==> src/rtl/brv_pkg.sv <==
package brv_pkg;

  typedef enum logic [2:0] {
    COND_EQ  = 3'b000,
    COND_NE  = 3'b001,
    COND_RS0 = 3'b010,
    COND_RS1 = 3'b011,
    COND_LT  = 3'b100,
    COND_GE  = 3'b101,
    COND_LTU = 3'b110,
    COND_GEU = 3'b111
  } condCode_t;

  // One-hot select strobes from control to datapath
  typedef struct packed {
    logic selEq;
    logic selNe;
    logic selLt;
    logic selGe;
    logic selLtu;
    logic selGeu;
    logic illegal;
  } ctrlStrobes_t;

  typedef struct packed {
    logic isZero;
    logic borrow;
    logic signBit;
    logic sOvf;
  } cmpTerms_t;

endpackage

==> src/rtl/brv_ctrl.sv <==
module brv_ctrl
  import brv_pkg::*;
(
  input  logic [2:0]   condSel,
  output ctrlStrobes_t strobes
);

  condCode_t code;

  always_comb begin
    code = condCode_t'(condSel);
    strobes = '0;
    unique case (code)
      COND_EQ:  strobes.selEq  = 1'b1;
      COND_NE:  strobes.selNe  = 1'b1;
      COND_LT:  strobes.selLt  = 1'b1;
      COND_GE:  strobes.selGe  = 1'b1;
      COND_LTU: strobes.selLtu = 1'b1;
      COND_GEU: strobes.selGeu = 1'b1;
      default:  strobes.illegal = 1'b1;
    endcase
  end

endmodule

==> src/rtl/brv_sub.sv <==
module brv_sub
  import brv_pkg::*;
#(
  parameter int DATA_W  = 32,
  parameter bit EQ_FAST = 1'b1
) (
  input  logic [DATA_W-1:0] opA,
  input  logic [DATA_W-1:0] opB,
  output cmpTerms_t         terms
);

  localparam int MSB = DATA_W - 1;

  logic [DATA_W:0]   sumExt;
  logic [DATA_W-1:0] diff;
  logic              carryOut;
  logic              eqTerm;

  // A - B as A + ~B + 1 with the carry out kept
  assign sumExt   = {1'b0, opA} + {1'b0, ~opB} + {{DATA_W{1'b0}}, 1'b1};
  assign diff     = sumExt[DATA_W-1:0];
  assign carryOut = sumExt[DATA_W];

  generate
    if (EQ_FAST) begin : g_xorEq
      assign eqTerm = ~|(opA ^ opB);
    end else begin : g_subEq
      assign eqTerm = ~|diff;
    end
  endgenerate

  always_comb begin
    terms.isZero  = eqTerm;
    terms.borrow  = ~carryOut;
    terms.signBit = diff[MSB];
    terms.sOvf    = (opA[MSB] ^ opB[MSB]) & (diff[MSB] ^ opA[MSB]);
  end

endmodule

==> src/rtl/brv_dpath.sv <==
module brv_dpath
  import brv_pkg::*;
#(
  parameter int DATA_W  = 32,
  parameter bit EQ_FAST = 1'b1,
  parameter bit PIPE_EN = 1'b1
) (
  input  logic              clk,
  input  logic              rstN,
  input  logic              inValid,
  input  logic [DATA_W-1:0] opA,
  input  logic [DATA_W-1:0] opB,
  input  ctrlStrobes_t      strobes,
  output logic              outValid,
  output logic              taken,
  output logic              badCond
);

  cmpTerms_t terms;
  logic      sLess;
  logic      verdict;
  logic      nextTaken;
  logic      nextBad;

  brv_sub #(.DATA_W(DATA_W), .EQ_FAST(EQ_FAST)) sub_i (
    .opA   (opA),
    .opB   (opB),
    .terms (terms)
  );

  assign sLess = terms.signBit ^ terms.sOvf;

  always_comb begin
    verdict = (strobes.selEq  &  terms.isZero)
            | (strobes.selNe  & ~terms.isZero)
            | (strobes.selLt  &  sLess)
            | (strobes.selGe  & ~sLess)
            | (strobes.selLtu &  terms.borrow)
            | (strobes.selGeu & ~terms.borrow);
    nextTaken = inValid & verdict & ~strobes.illegal;
    nextBad   = inValid & strobes.illegal;
  end

  generate
    if (PIPE_EN) begin : g_pipe
      always_ff @(posedge clk) begin
        if (!rstN) begin
          outValid <= 1'b0;
          taken    <= 1'b0;
          badCond  <= 1'b0;
        end else begin
          outValid <= inValid;
          taken    <= nextTaken;
          badCond  <= nextBad;
        end
      end
    end else begin : g_comb
      assign outValid = inValid & rstN;
      assign taken    = nextTaken & rstN;
      assign badCond  = nextBad & rstN;
    end
  endgenerate

endmodule

==> src/rtl/branch_verdict.sv <==
module branch_verdict
  import brv_pkg::*;
#(
  parameter int DATA_W  = 32,
  parameter bit EQ_FAST = 1'b1,
  parameter bit PIPE_EN = 1'b1
) (
  input  logic              clk,
  input  logic              rstN,
  input  logic              inValid,
  input  logic [DATA_W-1:0] opA,
  input  logic [DATA_W-1:0] opB,
  input  logic [2:0]        condSel,
  output logic              outValid,
  output logic              taken,
  output logic              badCond
);

  ctrlStrobes_t strobes;

  brv_ctrl ctrl_i (
    .condSel (condSel),
    .strobes (strobes)
  );

  brv_dpath #(.DATA_W(DATA_W), .EQ_FAST(EQ_FAST), .PIPE_EN(PIPE_EN)) dpath_i (
    .clk      (clk),
    .rstN     (rstN),
    .inValid  (inValid),
    .opA      (opA),
    .opB      (opB),
    .strobes  (strobes),
    .outValid (outValid),
    .taken    (taken),
    .badCond  (badCond)
  );

endmodule

==> config.mk <==
export PLATFORM = sky130hd
export DESIGN_NAME = branch_verdict
export DESIGN_NICKNAME = d
export VERILOG_FILES = /design/src/rtl/brv_pkg.sv /design/src/rtl/brv_ctrl.sv /design/src/rtl/brv_sub.sv /design/src/rtl/brv_dpath.sv /design/src/rtl/branch_verdict.sv
export SDC_FILE = /design/constraint.sdc
export NUM_CORES = 1
export LEC_CHECK = 0
export BUFFER_PORTS_ARGS = -buffer_cell sky130_fd_sc_hd__buf_2
export CORE_MARGIN = 4
export CORE_UTILIZATION = 38
export CTS_CLUSTER_DIAMETER = 50
export DETAILED_ROUTE_END_ITERATION = 7
export PLACE_DENSITY = 0.85
export SYNTH_ARGS = -nofsm -noshare
export SYNTH_HDL_FRONTEND = slang
export SYNTH_SLANG_ARGS = --single-unit
==> constraint.sdc <==
create_clock -name clk -period 1.95 [get_ports clk]
set_clock_uncertainty 0.05 [all_clocks]
set_input_delay 0.0975 -clock clk [delete_from_list [all_inputs] [get_ports clk]]
set_output_delay 0.0975 -clock clk [all_outputs]
set_load 0.03 [all_outputs]
# Word level (Yosys, flattened, before mapping)
# Index checks and enable logic that the tools add are counted.
[classes]
n_addsub = 2
eq_ne = 5
n_mux = 7
bitwise = 22
reduce_logical = 4
[ops]
columns = ["cell", "n"]
rows = [
  ["32-bit by 32-bit adder with 33-bit output", 1],
  ["33-bit by 1-bit adder with 33-bit output (second input constant)", 1],
  ["32-bit NOT", 1],
  ["32-bit OR reduction", 1],
  ["32-bit XOR", 1],
  ["3-bit == test (second input constant)", 4],
  ["1-bit bitwise AND", 10],
  ["1-bit two-way mux", 7],
  ["6-bit OR reduction", 1],
  ["1-bit OR", 5],
  ["3-bit by 1-bit == test with 1-bit output (second input constant)", 1],
  ["3-bit zero test", 1],
  ["1-bit XOR", 3],
  ["1-bit NOT", 2],
  ["1-bit zero test", 1],
]
[totals]
reg_bits = 3
input_bits = 70
wordCells = 43

# Logic depth before layout (Yosys ltp)
[depth]
depth_word = 13
depth_mapped = 12

# Hierarchy
# From an unflattened synthesis, not the netlist that was laid out.
[unflattened]
hier_cells = 161
hier_area_um2 = 1212.4
[modules_own_cells]
columns = ["module", "n_inst", "cells_each", "area_per_inst_um2"]
rows = [
  ["brv_sub", 1, 143, 1032.2],
  ["brv_dpath", 1, 11, 123.9],
  ["brv_ctrl", 1, 7, 56.3],
]

# Worst setup path before layout
# Ideal clock, no wire load.
[synth_timing]
path_type = "in2reg"
start = "in opB[24]"
end = "reg dpath_i.taken"
setup_time_ps = 128
t_arrival_ps = 1988
required_time_ps = 1772
path_slack_ps = -217
cell_stages = 11
path_buffers = 0
cell_sequence = "inv_1 > ha_1 > a21o_1 > a21o_2 > a211oi_1 > o221a_2 > o21ai_0 > fa_1 > o21ai_0 > or2b_1 > a32oi_1"
[synth_between]
elab_chain_len = 13
[synth_lines]
columns = ["element", "line_no", "text"]
rows = [
  ["from (decl)", "branch_verdict.sv:12", "input logic [DATA_W-1:0] opB,"],
  ["32-bit NOT", "brv_sub.sv:20", "assign sumExt = {1'b0, opA} + {1'b0, ~opB} + {{DATA_W{1'b0}}, 1'b1};"],
  ["32-bit by 32-bit adder with 33-bit output", "brv_sub.sv:20", ""],
  ["33-bit by 1-bit adder with 33-bit output", "brv_sub.sv:20", ""],
  ["1-bit XOR", "brv_sub.sv:36", "terms.sOvf = (opA[MSB] ^ opB[MSB]) & (diff[MSB] ^ opA[MSB]);"],
  ["1-bit bitwise AND", "brv_sub.sv:36", ""],
  ["1-bit XOR", "brv_dpath.sv:31", "assign sLess = terms.signBit ^ terms.sOvf;"],
  ["1-bit bitwise AND / 1-bit NOT (equally long branches)", "brv_dpath.sv:36, brv_dpath.sv:37", ""],
  ["1-bit OR / 1-bit bitwise AND (equally long branches)", "brv_dpath.sv:36, brv_dpath.sv:37", ""],
  ["1-bit OR", "brv_dpath.sv:37", "| (strobes.selGe & ~sLess)"],
  ["1-bit OR", "brv_dpath.sv:38", "| (strobes.selLtu & terms.borrow)"],
  ["1-bit OR *", "brv_dpath.sv:39", "| (strobes.selGeu & ~terms.borrow);"],
  ["1-bit bitwise AND * (2 in series)", "brv_dpath.sv:40", "nextTaken = inValid & verdict & ~strobes.illegal;"],
  ["to (signal assigned)", "brv_dpath.sv:53", "taken <= nextTaken;"],
  ["to (decl)", "brv_dpath.sv:15", "output logic taken,"],
]
# Mark *: on every way between the ends. The rest lies on a longest branch, timed or not.
# A chain may end at the register's enable or synchronous reset.

# Worst setup path in the final report
[layout_timing]
start = "in opA[23]"
end = "reg dpath_i.taken"
[layout_between]
elab_chain_len = 12
[layout_lines]
columns = ["element", "line_no", "text"]
rows = [
  ["from (decl)", "branch_verdict.sv:11", "input logic [DATA_W-1:0] opA,"],
  ["32-bit by 32-bit adder with 33-bit output", "brv_sub.sv:20", ""],
  ["33-bit by 1-bit adder with 33-bit output", "brv_sub.sv:20", ""],
  ["1-bit XOR", "brv_sub.sv:36", ""],
  ["1-bit bitwise AND", "brv_sub.sv:36", ""],
  ["1-bit XOR", "brv_dpath.sv:31", ""],
  ["1-bit bitwise AND / 1-bit NOT (equally long branches)", "brv_dpath.sv:36, brv_dpath.sv:37", ""],
  ["1-bit OR / 1-bit bitwise AND (equally long branches)", "brv_dpath.sv:36, brv_dpath.sv:37", ""],
  ["1-bit OR", "brv_dpath.sv:37", ""],
  ["1-bit OR", "brv_dpath.sv:38", ""],
  ["1-bit OR *", "brv_dpath.sv:39", ""],
  ["1-bit bitwise AND * (2 in series)", "brv_dpath.sv:40", ""],
]
# Marked as above.

==> flow_metrics.py <==
metrics = {
    "clock_network": {
        "tritoncts": "built",
        "cts_max_path_buffers": 2,
        "clkTransAtPathRegs_ns": 0.03,
        "cts_root_buf": "clkbuf_4",
        "cts.sinks": 3,
        "h-tree-depth": 1,
        "numCtsBuffers": 3,
    },
    "synth": {
        "avgSynthCellArea_um2": 7.61,
        "ys_seq_area_share_pct": 5.44,
        "synthSimpleGateAreaFrac_pct": 15.9,
        "synth_nets": 248,
        "synth-edff-count": 0,
        "ys_types": 38,
        "synth_mux_area_share_pct": 0,
        "synth_top_family_by_area": "adder cells",
        "netlist_area_um2": 1100,
        "synthCells": 145,
        "synth_seq_cells": 3,
        "synth_compound_area_share_pct": 27.0,
        "synth_xor_area_share_pct": 0,
        "synth_fa_ha_area_share_pct": 38.1,
        "yosysWarnings": 0,
        "async_reset_ff_share_pct": 0,
        "ys.flop_type": "dfxtp_1",
    },
    "sta": {
        "setup_viol": 0,
        "tns_ns": 0,
        "max_freq_mhz": 518,
        "worst_slack_ns": 0.0198,
        "drv_slew": 0,
        "fin_hold_ws_ns": 0.0565,
        "relSlewSlack_pct": 80.0,
        "hold_viol": 0,
        "worstMarginPinSlew_ns": 0.298,
        "period_share_pct": 99.0,
        "period_needed_ns": 1.93,
        "rsz0062_at_grt": "true",
    },
    "finish": {
        "antenna_cells": 0,
        "drive_gt1_share_pct": 55.5,
        "stdcell_area_um2": 1980,
        "fillers": 221,
        "mostFrequentLayoutCells": "buf_2, inv_1, buf_4",
        "layout_commonest_cell": "buf_2",
        "syn_to_final_growth_pct": 79.8,
        "fin_nets": 349,
        "finalNonFillerCells": 276,
    },
    "power": {
        "p_leak_uw": 0.00108,
        "swShare_pct": 36.1,
        "seq_power_share_pct": 11.0,
        "power.net_switching_uw": 215,
        "pwr-share-comb_pct": 71.4,
        "powerDensity_nw_per_um2": 300,
        "p_clk_share_pct": 17.5,
        "p_int_uw": 380,
        "ir_worst_vdd_uv": 345,
    },
    "critical_path": {
        "slowest_delay_ns": 0.37,
        "cp_top_family": "compound AO/OA/AOI/OAI gates",
        "crit_fanout": 2,
        "cp_slowest_cell": "or3b_1",
        "worst_setup_path_end_kind": "flip-flop",
        "cp-start-kind": "input port",
        "path_cells": "buf_2, ha_1, buf_4, a41oi_2, o221ai_1, o311a_1, a311o_1, or3b_1, a32oi_1",
        "crit_buf_inv": 2,
        "cp.arrival_ns": 2.03,
        "required_ns": 2.05,
        "worstSetupPathType": "in2reg",
    },
    "drt": {
        "routed_wl_um": 3100,
        "remaining_drc_errors": 0,
        "first_pass_iters": 4,
        "num_vias": 1395,
        "wl_per_cell_um": 11.2,
        "drtAntennaViolNets": 0,
        "first_iter_violations": 32,
        "viasPerCell": 5.05,
    },
    "global_routing": {
        "grt_usage_pct": 16.8,
        "overflow": 0,
        "grt_pass1_wl_um": 5090,
        "grt_pass1_vias": 1378,
        "antenna_found_initial": 0,
        "grt_max_degree": 6,
    },
    "placement": {
        "dpl_worst_slack_ns": -0.368,
        "place.gp.congestion": 0.793,
        "numPortBuffers": 72,
        "placedCellCount": 271,
        "hpwl_um": 2840,
        "placed_area_um2": 1880,
    },
    "floorplan": {
        "rows": 19,
        "design.core.area_um2": 2760,
        "die_area_um2": 3830,
        "dieWidth_um": 61.9,
        "io-pin-count": 73,
        "initial_core_util_pct": 40.0,
        "chipHeight_um": 61.9,
    },
    "outcome": {
        "outcome": "finished clean",
    },
    "run": {
        "drv_cap": 0,
    },
    "hold_path": {
        "hold_path_class": "in2reg",
    },
}
## path summary, 6_finish.rpt
| check | slack (ns) | from | to | cells after the start |
|---|---|---|---|---|
| setup / recovery | 0.02 | opA[23] | dpath_i.taken | 9 |
| hold / removal | 0.06 | condSel[0] | dpath_i.taken | 2 |
## power by group through the flow
| stage | combinational, uW | clock (uW) | sequential [uW] |
|---|---|---|---|
| after floorplan | 208 | 0 | 73.6 |
| after global placement | 386 | 0 | 66.5 |
| after CTS | 421 | 108 | 65.7 |
| final | 425 | 104 | 65.7 |
| after detailed placement | 397 | 0 | 66.6 |
| after global routing | 478 | 119 | 65.9 |
## metrics by stage
stage	total power, uW	utilization (%)
finish	595	72.0
global route	663	72.0
CTS	595	71.0
detailed placement	464	68.1
global placement	452	68.1
floorplan	282	-
## state kept, by name, indices dropped and copies added (netlist names)
signal	cells
dpath_i.badCond	1
dpath_i.outValid	1
dpath_i.taken	1
## synth_stat cells (all sizes together), types with 3 or more instances
cell type / count / area, um^2
a211oi: 3 / 22.5
a21o: 8 / 61.3
a21oi: 7 / 38.8
a31oi: 3 / 18.8
dfxtp: 3 / 60.1
ha: 32 / 400
inv: 40 / 150
nand3: 6 / 30.0
nand4: 8 / 50.1
o21ai: 5 / 25.0
## per-layer routing
| layer | vias up | global-route usage [%] | wire length [um] | share of wire, % |
|---|---|---|---|---|
| met3 | 2 | 2.69 | 273 | 8.8 |
| met1 | 611 | 17.4 | 1130 | 36 |
| met5 | - | 0 | 0 | 0 |
| met2 | 48 | 35.4 | 1690 | 54 |
| li1 | 734 | - | - | - |
| met4 | 0 | 1.82 | 10 | 0.32 |
## cell type report
type | count | area, um^2 | share of cell area (%)
Inverter | 40 | 173 | 8.70
Tap cell | 31 | 38.8 | 1.95
Timing Repair Buffer | 96 | 569 | 28.7
Clock buffer | 4 | 26.3 | 1.32
Sequential cell | 3 | 60.1 | 3.03
Multi-Input combinational cell | 102 | 1120 | 56.3
## kinds of logic (layout without fill, tap and decap cells)
kind of cell | count (synthesis) | after routing
buf+inv | 40 | 140
flops | 3 | 3
fa+ha+maj | 33 | 33
simple gates | 29 | 29
compound gates | 40 | 40
## repair_timing
action                     in CTS  in global routing
setup endpoints to repair       1                  1
setup buffers                   1                  0
pin swaps                       7                  0
resized for setup               8                  5
hold buffers                    0                  0
(Power assumes the default switching activity.)
